$ cat src/rtl/sysref_sync_ctl.sv
module sysref_sync_ctl #(
  parameter int N_OUT = 3,
  parameter int DW    = 12,
  parameter int CW    = 8
) (
  input  logic                  clk,
  input  logic                  rst_n,
  input  logic                  sync_pin,
  input  logic                  sync_inv,
  input  logic [1:0]            sync_mode,
  input  logic [N_OUT-1:0]      div_hold,
  input  logic                  sref_hold,
  input  logic [N_OUT*DW-1:0]   div_val,
  input  logic [DW-1:0]         sref_div,
  input  logic [CW-1:0]         burst_len,
  input  logic [1:0]            sref_sel,
  input  logic                  sref_clr,
  output logic [N_OUT-1:0]      clk_out,
  output logic                  sysref_out
);
  localparam logic [1:0] MODE_ALIGN = 2'd1;
  localparam logic [1:0] MODE_BURST = 2'd2;

  logic s1, s2, s3;
  wire  sync_i = sync_pin ^ sync_inv;
  wire  rise   = s2 & ~s3;
  wire  align  = rise && (sync_mode == MODE_ALIGN);
  wire  fire   = rise && (sync_mode == MODE_BURST);

  always_ff @(posedge clk) begin
    if (!rst_n) {s1, s2, s3} <= '0;
    else        {s1, s2, s3} <= {sync_i, s1, s2};
  end

  for (genvar i = 0; i < N_OUT; i++) begin : g_div
    logic [DW-1:0] n, cnt, nx;
    logic          oq;
    wire           byp = (n < DW'(2));
    assign n  = div_val[i*DW +: DW];
    assign nx = (byp || (align && !div_hold[i]) || cnt >= n - 1'b1) ? '0 : cnt + 1'b1;
    always_ff @(posedge clk) begin
      if (!rst_n) begin
        cnt <= '0;
        oq  <= 1'b0;
      end else begin
        cnt <= nx;
        oq  <= !byp && (nx < (n >> 1));
      end
    end
    assign clk_out[i] = byp ? clk : oq;
  end

  logic [DW-1:0] sc, s_nx, shi;
  wire           s_byp = (sref_div < DW'(2));
  wire           wrap  = (s_nx == '0);
  assign s_nx = (s_byp || (align && !sref_hold) || sc >= sref_div - 1'b1) ? '0 : sc + 1'b1;
  assign shi  = s_byp ? DW'(1) : (sref_div >> 1);

  logic          pend, busy, pls;
  logic [CW-1:0] rem;
  logic          pend_n, busy_n;
  logic [CW-1:0] rem_n;
  wire           trig = fire && !busy && !pend;

  always_comb begin
    pend_n = pend;
    busy_n = busy;
    rem_n  = rem;
    if (wrap) begin
      if (busy) begin
        if (rem == '0) busy_n = 1'b0;
        else           rem_n  = rem - 1'b1;
      end else if (pend || trig) begin
        busy_n = 1'b1;
        rem_n  = burst_len;
        pend_n = 1'b0;
      end
    end else if (trig) begin
      pend_n = 1'b1;
    end
  end

  always_ff @(posedge clk) begin
    if (!rst_n) begin
      sc   <= '0;
      pend <= 1'b0;
      busy <= 1'b0;
      rem  <= '0;
      pls  <= 1'b0;
    end else begin
      sc   <= s_nx;
      pend <= pend_n;
      busy <= busy_n;
      rem  <= rem_n;
      pls  <= busy_n && (s_nx < shi);
    end
  end

  assign sysref_out = sref_clr            ? 1'b0 :
                      (sref_sel == 2'd0)  ? s2   :
                      (sref_sel == 2'd2)  ? pls  : 1'b0;
endmodule

$ cat config.mk
export PLATFORM = sky130hd
export DESIGN_NAME = sysref_sync_ctl
export DESIGN_NICKNAME = d
export VERILOG_FILES = /design/src/rtl/sysref_sync_ctl.sv
export SDC_FILE = /design/constraint.sdc
export NUM_CORES = 1
export LEC_CHECK = 0
export ABC_AREA = 1
export ABC_CLOCK_PERIOD_IN_PS = 7750
export BUFFER_PORTS_ARGS = -buffer_cell sky130_fd_sc_hd__clkbuf_2
export CORE_MARGIN = 2
export CORE_UTILIZATION = 60
export DETAILED_ROUTE_END_ITERATION = 10
export PLACE_DENSITY = 0.89
export SETUP_SLACK_MARGIN = 0.5
export SLEW_MARGIN = 20
export SYNTH_ARGS = -nofsm -noshare
export SYNTH_HDL_FRONTEND = slang
export SYNTH_SLANG_ARGS = --single-unit
$ cat constraint.sdc
create_clock -name clk -period 7.75 [get_ports clk]
set_input_delay 0.775 -clock clk [delete_from_list [all_inputs] [get_ports clk]]
set_output_delay 0.775 -clock clk [all_outputs]
set_load 0.05 [all_outputs]
==> impl_metrics.tcl, run 1 <==
set metrics [dict create \
    wire_per_inst_um 12.2 \
    grt_pass1_wl_um 24600 \
    setup_tns_ps 0 \
    setup_viol 0 \
    worstSetupEndpointType "output port" \
    avgSynthCellArea_um2 6.61 \
    ios 73 \
    pwr-share-clk_pct 37.6 \
    power_density_mw_per_mm2 118 \
    synth-edff-count 0 \
    worst_ir_drop_vdd_mv 0.0758 \
    async_reset_ff_share_pct 0 \
    vias 6234 \
    seqPwrFrac_pct 41.6 \
    total_power_uw 841 \
    cp-start-kind "clock port" \
    drtAntennaViolNets 0 \
    slew_headroom_pct 37.0 \
    ys_types 42 \
    drc_errors 0 \
    cts_tree "built" \
    path_delay_family "buffers and inverters" \
    die_area_mm2 0.0116 \
    synth_area_leader_cell "dfxtp_1" \
    die_w_um 108 \
    final_max_slew_viol_count 0 \
    overflow 0 \
    post-cts-setup-buffers 0 \
    comb_power_share_pct 20.8 \
    syn_to_final_growth_pct 10.6 \
    dp_hpwl_um 11500 \
    critPathBufInv 4 \
    outcome "finished clean" \
    syn_inst 974 \
    port_buffers 72 \
    root_buffer "clkbuf_8" \
    holdBufCountCts 0 \
    grt_pass1_vias 5854 \
    place_congestion 0.915 \
    synth.most_common_cell "nand2_1" \
    synth_warnings 0 \
    synthTopCellsByArea "dfxtp_1 20%, ha_1 19%, nand2_1 11%" \
    clk_path_buf_depth 2 \
    cts-resized-gates 0 \
    drtIter0Drc 285 \
    switching_share_pct 32.0 \
    arrival_ps 4640 \
    synth_common_cells "191 x nand2_1, 168 x inv_1, 123 x nor2_1" \
    leakage_uw 0.00399 \
    grt_use_total_pct 26.0 \
    p_sw_uw 269 \
    critical_path_class "clock port to output port" \
    core_area_mm2 0.0104 \
    worst_slack_ps 2340 \
    syn-num-nets 1141 \
    fin_util_pct 68.7 \
    worst-r2r-setup-slack_ps 4620 \
    cp_slowest_cell "clkbuf_2" \
    antenna_found_initial 0 \
    wl_um 14400 \
    rsz0062_at_grt "no" \
    cts.reportedPaths.clkPinSlew_ps 80 \
    path_cells "clkbuf_8 > clkbuf_8 > inv_1 > o21ai_0 > clkbuf_2" \
    die-height_um 108 \
    worst-path-max-fanout 13 \
    htreeDepth 3 \
    num_rows 37 \
    antenna_cells 0 \
    final_nets 1211 \
    drive_gt1_share_pct 12.6 \
    slowest_delay_ps 260 \
    cts-buffers-inserted 9 \
    worstPathRequired_ps 6970 \
    place_ws_ps 2740 \
    syn_area_mm2 0.00644 \
    clock_latency_ps 350 \
    yosysTopAreaCellShare_pct 20.2 \
    initial_core_util_pct 62.1 \
    worst_pin_slew_ps 944 \
    yosysSeqAreaShare_pct 20.2 \
    internal_power_uw 572 \
    clock_skew_ps 13.0 \
    synth_seq_cells 65 \
    min_path_type "register to register" \
    whs_ps 435 \
    grt_start_max_net_pins 54 \
    drv_cap 0 \
    cpMostUsedCell "clkbuf_8" \
    hold_viol 0 \
    vias_per_cell 5.26 \
    synthFlopType "dfxtp_1" \
    first_pass_iters 5 \
]
layout make-up:
| cell class | count | area, µm² |
|---|---|---|
| clock buffers | 14 | 189 |
| flip-flops and latches | 65 | 1300 |
| repair buffers | 69 | 345 |
| fillers | 904 | 3250 |
| well taps | 136 | 170 |
| multi-input cells | 717 | 4410 |
| clock inverters | 8 | 51.3 |
| inverters | 176 | 661 |
cell usage in the layout (no fill, tap or decap), types with 2 or more instances in the layout:
master | netlist | layout
a21oi_1 | 41 | 41
o21ai_0 | 22 | 22
dfxtp_1 | 65 | 65
o21bai_1 | 2 | 2
nand4_1 | 22 | 22
nand2_2 | 14 | 14
ha_1 | 98 | 98
xnor2_1 | 10 | 10
nand2_1 | 191 | 191
nor2_1 | 123 | 123
o211ai_2 | 2 | 2
o211ai_1 | 3 | 3
nor2_4 | 4 | 4
clkbuf_2 | 0 | 72
inv_2 | 9 | 9
xor2_1 | 55 | 55
clkbuf_8 | 0 | 9
nor2_2 | 5 | 5
or2_1 | 2 | 2
and3_1 | 2 | 2
nand3_1 | 34 | 34
a21o_1 | 2 | 2
or2_2 | 2 | 2
nor4_1 | 11 | 11
inv_1 | 168 | 170
clkinv_4 | 0 | 3
nor2_8 | 2 | 2
mux2i_1 | 2 | 2
clkbuf_16 | 0 | 2
nor3_1 | 55 | 55
stage by stage:
stage / instances / area (µm²)
CTS: 1185 / 7120
finish: 1185 / 7120
floorplan: 974 / 6440
global route: 1185 / 7120
global placement: 1167 / 6900
detailed placement: 1167 / 6900
final timing paths:
path / from / cells after the start / endpoint
worst max-delay path: clk / 5 / clk_out[0]
worst min-delay path: s1$_SDFF_PN0_ / 2 / s2$_SDFF_PN0_
worst max register to register: sc[9]$_SDFF_PN0_ / 19 / pls$_SDFF_PN0_
worst min register to register: s1$_SDFF_PN0_ / 2 / s2$_SDFF_PN0_
routing by layer:
metal / global-route usage, % / vias to the layer above / wire [µm]
met5: 0 / - / 0
met4: 9.89 / 0 / 357
met3: 4.30 / 38 / 643
met2: 45.1 / 154 / 6740
met1: 32.2 / 2786 / 6680
li1: - / 3256 / -
sequential cells by signal, summed over array words and instances, names as in the netlist:
name / flops
pend: 1
s1: 1
pls: 1
sc: 12
g_div.oq: 3
g_div.cnt: 36
s3: 1
rem: 8
s2: 1
busy: 1
power groups by stage:
stage	sequential (µW)	combinational [µW]	clock, µW
CTS	349	175	319
detailed placement	357	173	7.80
global placement	357	167	7.80
global route	351	203	337
finish	350	175	316
floorplan	355	122	7.07
kinds of logic after synthesis:
kind of cell             synth area share (%)
AND/OR/NAND/NOR                          33.3
flip-flops                               20.2
adder cells (fa/ha/maj)                  19.0
XOR/XNOR                                 9.09
AO/OA/AOI/OAI                            6.70
multiplexers                            0.311
buffers and inverters                    11.4
worst reg2reg max path, stage by stage (launching register included):
cell	delay [ps]
dfxtp_1	430
ha_1	280
nand2_1	60
inv_1	40
o21bai_1	190
nand3_1	190
nor2_4	260
nand2_1	230
inv_1	140
nand2_1	80
inv_1	80
ha_1	250
a21oi_1	130
o21ai_0	80
a21o_1	160
a21oi_1	110
nor2_1	50
nor3b_1	170
nand2_1	70
nor2_1	80
No activity file was read; power rests on OpenSTA's default activity.
==> run 2: changes to the inputs <==
--- a/config.mk
+++ b/config.mk
@@ -6,7 +6,7 @@
 export NUM_CORES = 1
 export LEC_CHECK = 0
 export ABC_AREA = 1
-export ABC_CLOCK_PERIOD_IN_PS = 7750
+export ABC_CLOCK_PERIOD_IN_PS = 5000
 export BUFFER_PORTS_ARGS = -buffer_cell sky130_fd_sc_hd__clkbuf_2
 export CORE_MARGIN = 2
 export CORE_UTILIZATION = 60
==> constraint.sdc (replaced) <==
create_clock -name clk -period 5 [get_ports clk]
set_input_delay 0.5 -clock clk [delete_from_list [all_inputs] [get_ports clk]]
set_output_delay 0.5 -clock clk [all_outputs]
set_load 0.05 [all_outputs]
==> run 2 against run 1 <==
  * Global-route usage grew 0.12 points
  * Via count is essentially flat
  * Clock power grew 79%
  * Die area is the same
  * Sequential power grew 55%
==> impl_metrics.tcl, run 2 (synthesis gave the netlist of run 1 again) <==
set metrics [dict create \
    worst_ir_drop_vdd_mv 0.128 \
    max_freq_mhz 254 \
    cts_tree "built" \
    final_nets 1212 \
    slowest_delay_ps 400 \
    whs_ps 430 \
    top_regs "g_div.cnt x36, sc x12, rem x8" \
    use_met2_pct 45.6 \
    final_max_slew_viol_count 0 \
    worst-path-max-fanout 10 \
    antenna_found_initial 0 \
    clock_latency_ps 350 \
    post-route-period-util_pct 78.7 \
    vias_per_cell 5.26 \
    top_usage_layer "met2" \
    grt_start_max_net_pins 54 \
    fin_util_pct 69.1 \
    syn_to_final_growth_pct 11.3 \
    vias 6233 \
    cpMostUsedCell "nand2_1" \
    htreeDepth 3 \
    wire_per_inst_um 12.3 \
    first_pass_iters 5 \
    hold_viol 0 \
    wl_um 14600 \
    use_met1_pct 32.9 \
    path_delay_family "simple AND/OR/NAND/NOR gates" \
    slew_headroom_pct 36.5 \
    drtIter0Drc 328 \
    outcome "finished clean" \
    leakage_uw 0.00401 \
    cp-start-kind "input pin" \
    holdBufCountCts 0 \
    fin_area_mm2 0.00717 \
    grt_pass1_vias 5818 \
    worst_slack_ps 1070 \
    worst_pin_slew_ps 952 \
    top_register "g_div.cnt" \
    place_congestion 0.915 \
    dp_hpwl_um 11700 \
    power_density_mw_per_mm2 193 \
    drive_gt1_share_pct 12.7 \
    cp_slowest_cell "nor4_1" \
    worstPathRequired_ps 5280 \
    post-cts-setup-buffers 0 \
    num_rows 37 \
    cts-buffers-inserted 9 \
    die_w_um 108 \
    largest_register_ffs 36 \
    min_path_type "register to register" \
    cts.reportedPaths.clkPinSlew_ps 70 \
    cts-resized-gates 0 \
    port_buffers 72 \
    worstSetupEndpointType "register" \
    setup_tns_ps 0 \
    antenna_cells 0 \
    place_area_mm2 0.00691 \
    final_cell_mix "191 x nand2_1, 170 x inv_1, 123 x nor2_1" \
    grt_util_met3_pct 4.54 \
    final_common_cell "nand2_1" \
    arrival_ps 4220 \
    critical_path_class "input pin to register" \
    layout_min_cycle_time_ps 3930 \
    rsz0062_at_grt "no" \
    grt_use_total_pct 26.1 \
    clk_path_buf_depth 2 \
    place_ws_ps 794 \
    drtAntennaViolNets 0 \
    setup_viol 0 \
    root_buffer "clkbuf_8" \
    drc_errors 0 \
    overflow 0 \
    core_area_mm2 0.0104 \
    drv_cap 0 \
    grt_pass1_wl_um 24800 \
    clock_skew_ps 10.5 \
    ios 73 \
    die-height_um 108 \
    initial_core_util_pct 62.1 \
    critPathBufInv 4 \
    die_area_mm2 0.0116 \
]
==> run 2: area by class of cell <==
class,count,area (µm²)
inverter,176,661
sequential,65,1300
timing repair buffer,70,353
tap,136,170
fill,915,3200
clock buffer,14,178
clock inverter,8,97.6
multi-input combinational,717,4410
==> run 2: metrics by stage <==
step	power (µW)	instances
2_1_floorplan	751	974
3_3_place_gp	825	1168
3_5_place_dp	834	1168
4_1_cts	1380	1186
5_1_grt	1460	1186
6_report	1380	1186
==> run 2: where the power goes <==
part           switching (µW)  internal [µW]  leakage (µW)
Clock                     236            332      0.000157
Sequential               11.7            531      0.000528
Combinational             163            107       0.00332
Total                     411            969       0.00401
==> run 2: path summary, 6_finish.rpt <==
check	startpoint	end	slack, ps	cells past startpoint
min	s1$_SDFF_PN0_	s2$_SDFF_PN0_	430	2
max reg2reg	sc[3]$_SDFF_PN0_	pls$_SDFF_PN0_	1990	21
max	sref_div[2]	pls$_SDFF_PN0_	1070	25
min reg2reg	s1$_SDFF_PN0_	s2$_SDFF_PN0_	430	2
==> run 2: layer usage <==
layer  vias up  share of wire, %
met2       155                48
met4         0               1.4
met5         -                 0
met3        25               4.6
met1      2794                46
li1       3259                 -
==> run 2: worst min-delay path, stage by stage (launching register included) <==
cell and delay (ps):
dfxtp_1 310, nand2_1 50, inv_1 30
==> run 3: changes to the inputs <==
--- a/config.mk
+++ b/config.mk
@@ -5,13 +5,13 @@
 export SDC_FILE = /design/constraint.sdc
 export NUM_CORES = 1
 export LEC_CHECK = 0
-export ABC_AREA = 1
-export ABC_CLOCK_PERIOD_IN_PS = 5000
+export ABC_AREA = 0
+export ABC_CLOCK_PERIOD_IN_PS = 3300
 export BUFFER_PORTS_ARGS = -buffer_cell sky130_fd_sc_hd__clkbuf_2
 export CORE_MARGIN = 2
-export CORE_UTILIZATION = 60
+export CORE_UTILIZATION = 54
 export DETAILED_ROUTE_END_ITERATION = 10
-export PLACE_DENSITY = 0.89
+export PLACE_DENSITY = 0.85
 export SETUP_SLACK_MARGIN = 0.5
 export SLEW_MARGIN = 20
 export SYNTH_ARGS = -nofsm -noshare
==> constraint.sdc (replaced) <==
create_clock -name clk -period 3.3 [get_ports clk]
set_input_delay 0.33 -clock clk [delete_from_list [all_inputs] [get_ports clk]]
set_output_delay 0.33 -clock clk [all_outputs]
set_load 0.05 [all_outputs]
==> run 3 against run 2 <==
  * The flow now finishes with violations (setup timing)
  * Die area is 2.7% higher
  * Count of clock-buffer cells in the layout is 6 higher
  * Clock skew is 1.7 ps lower
  * Critical path depth down 7
  * Power up 64%
  * Critical endpoint is now g_div[2].oq$_SDFF_PN0_
  * Largest cell class unchanged
==> impl_metrics.tcl, run 3 <==
set metrics [dict create \
    outcome "finished with violations" \
    violations "setup timing" \
    place_congestion 0.892 \
    final_common_cell "nor2_1" \
    syn_inst 752 \
    vias 6127 \
    worst_ir_drop_vdd_mv 0.226 \
    grt_start_max_net_pins 21 \
    die-height_um 109 \
    grt_pass1_vias 5851 \
    overflow 0 \
    ys_types 59 \
    die_w_um 109 \
    muxShareOfSynthArea_pct 0.903 \
    clock_latency_ps 470 \
    slowest_delay_ps 560 \
    initial_core_util_pct 55.2 \
    core_area_mm2 0.0108 \
    clock_skew_ps 8.79 \
    die_area_mm2 0.0119 \
    wl_um 16800 \
    max_freq_mhz 283 \
    dp_hpwl_um 11700 \
    yosysSeqAreaShare_pct 21.8 \
    top_register "g_div.cnt" \
    worst_pin_slew_ps 689 \
    rsz0062_at_grt "yes" \
    synth_seq_cells 65 \
    final_max_slew_viol_count 0 \
    drive_gt1_share_pct 31.0 \
    worst-r2r-setup-slack_ps 120 \
    top_regs "g_div.cnt x36, sc x12, rem x8" \
    path_cells "buf_6 > or4_4 > nor3_4 > and3_4 > nand3_2 > xnor2_1 > ha_1 > and4_1 > o211ai_1 > o211ai_1 > buf_4 > nor2_1 > ha_1 > nand4_1 > a211oi_2 > nand3_1 > a21oi_1 > nor2_1" \
    first_pass_iters 5 \
    worst-path-max-fanout 8 \
    post-route-period-util_pct 107 \
    holdBufCountCts 0 \
    drtIter0Drc 371 \
    antenna_cells 0 \
    fin_util_pct 74.8 \
    layout_min_cycle_time_ps 3530 \
    leakage_uw 0.00395 \
    syn_to_final_growth_pct 35.6 \
    critical_path_class "input pin to register" \
    synth_common_cells "124 x nor2_1, 98 x ha_1, 69 x inv_1" \
    ios 73 \
    slew_headroom_pct 54.0 \
    drv_cap 0 \
    wire_per_inst_um 15.6 \
    cts_tree "built" \
    avgSynthCellArea_um2 7.92 \
    final_cell_mix "113 x nor2_1, 94 x ha_1, 85 x buf_4" \
    synth_xor_area_share_pct 11.6 \
    min_path_type "input pin to register" \
    worstPathRequired_ps 3660 \
    yosysTopAreaCellShare_pct 21.8 \
    grt_use_total_pct 27.0 \
    synthAdderAreaFrac_pct 20.6 \
    cp-start-kind "input pin" \
    synth-edff-count 0 \
    syn_area_mm2 0.00596 \
    port_buffers 72 \
    synth_top_family_by_area "simple AND/OR/NAND/NOR gates" \
    grt_pass1_wl_um 25500 \
    cts.reportedPaths.clkPinSlew_ps 70 \
    place_ws_ps -771 \
    async_reset_ff_share_pct 0 \
    final_nets 1097 \
    synth_warnings 0 \
    vias_per_cell 5.69 \
    arrival_ps 3890 \
    cp_slowest_cell "or4_4" \
    num_rows 38 \
    synth.most_common_cell "nor2_1" \
    synth_area_leader_cell "dfxtp_1" \
    synth_compound_area_share_pct 13.3 \
    power_density_mw_per_mm2 280 \
    largest_register_ffs 36 \
    worstSetupEndpointType "register" \
    drtAntennaViolNets 0 \
    synthFlopType "dfxtp_1" \
    setup_viol 4 \
    hold_viol 0 \
    synthTopCellsByArea "dfxtp_1 22%, ha_1 21%, xnor2_1 8.5%" \
    worst_slack_ps -230 \
    synth-simple-area-share_pct 25.7 \
    syn-num-nets 919 \
    antenna_found_initial 0 \
    drc_errors 0 \
]
[run 3: cell types whose count changed after synthesis, sizes merged, moves of 10 or more]
cell / before / now
a211oi: 1 / 13
a21o: 2 / 22
a21oi: 41 / 25
and3: 2 / 12
inv: 177 / 69
nand2: 205 / 43
nand3: 36 / 47
nor2: 134 / 124
nor3: 55 / 20
xnor2: 10 / 58
xor2: 56 / 21
[run 3: cell families (layout without fill, tap and decap cells)]
kind of cell | count (synthesis) | in the layout
adders and majority gates | 98 | 98
buffers and inverters | 82 | 264
DFF | 65 | 65
AOI/OAI and AO/OA | 112 | 113
muxes | 5 | 5
xor gates and xnor gates | 79 | 79
and+or+nand+nor | 311 | 312
[run 3: path summary, 6_finish.rpt]
kind	start	cells past startpoint	end
max	div_val[29]	18	g_div[2].oq$_SDFF_PN0_
max reg2reg	sc[5]$_SDFF_PN0_	12	pls$_SDFF_PN0_
min	sync_pin	3	s1$_SDFF_PN0_
min reg2reg	s1$_SDFF_PN0_	1	s2$_SDFF_PN0_
[run 3: area by class of cell]
class / instances / area [µm²]
multi-input cells: 607 / 4830
clock inverters: 4 / 50.0
clock buffers: 20 / 239
flip-flops and latches: 65 / 1300
inverters: 69 / 259
repair buffers: 171 / 1220
well taps: 140 / 175
fillers: 758 / 2720
[run 3: worst max-delay path, delay by kind of cell]
family | cells | cell delay (ps)
AND/OR/NAND/NOR | 9 | 1610
AO/OA/AOI/OAI | 4 | 860
adder cells (fa/ha/maj) | 2 | 610
buffers and inverters | 2 | 320
XOR/XNOR | 1 | 140
[run 3: metrics by stage]
step | std cells | instance area (µm²) | setup TNS, ps | hold slack (ps) | power [µW]
detailed placement | 1034 | 7120 | -4300 | 424 | 1310
global route | 1076 | 8080 | -907 | 192 | 2370
CTS | 1064 | 7610 | -179 | 171 | 2200
global placement | 1034 | 7120 | -2820 | 414 | 1290
finish | 1076 | 8080 | -393 | 187 | 2260
floorplan | 752 | 6080 | -836 | 412 | 1130
[run 3: layer usage]
metal / up-vias / global-route usage, % / part of all wire [%]
li1: 3001 / - / -
met5: - / 0 / 0
met2: 230 / 46.4 / 49
met1: 2831 / 32.5 / 42
met4: 0 / 11.9 / 4.1
met3: 65 / 5.56 / 5.1
[run 3: repair_timing]
item | in CTS | in global routing
gates resized for setup | 33 | 79
gates cloned | 1 | 2
setup endpoints to repair | 28 | 58
pin swaps | 35 | 36
buffers inserted | 8 | 10
[run 3: power by group]
| part | switching [µW] | internal (µW) | total (µW) |
|---|---|---|---|
| Clock | 363 | 521 | 884 |
| Sequential | 22.9 | 805 | 828 |
| Combinational | 284 | 264 | 548 |
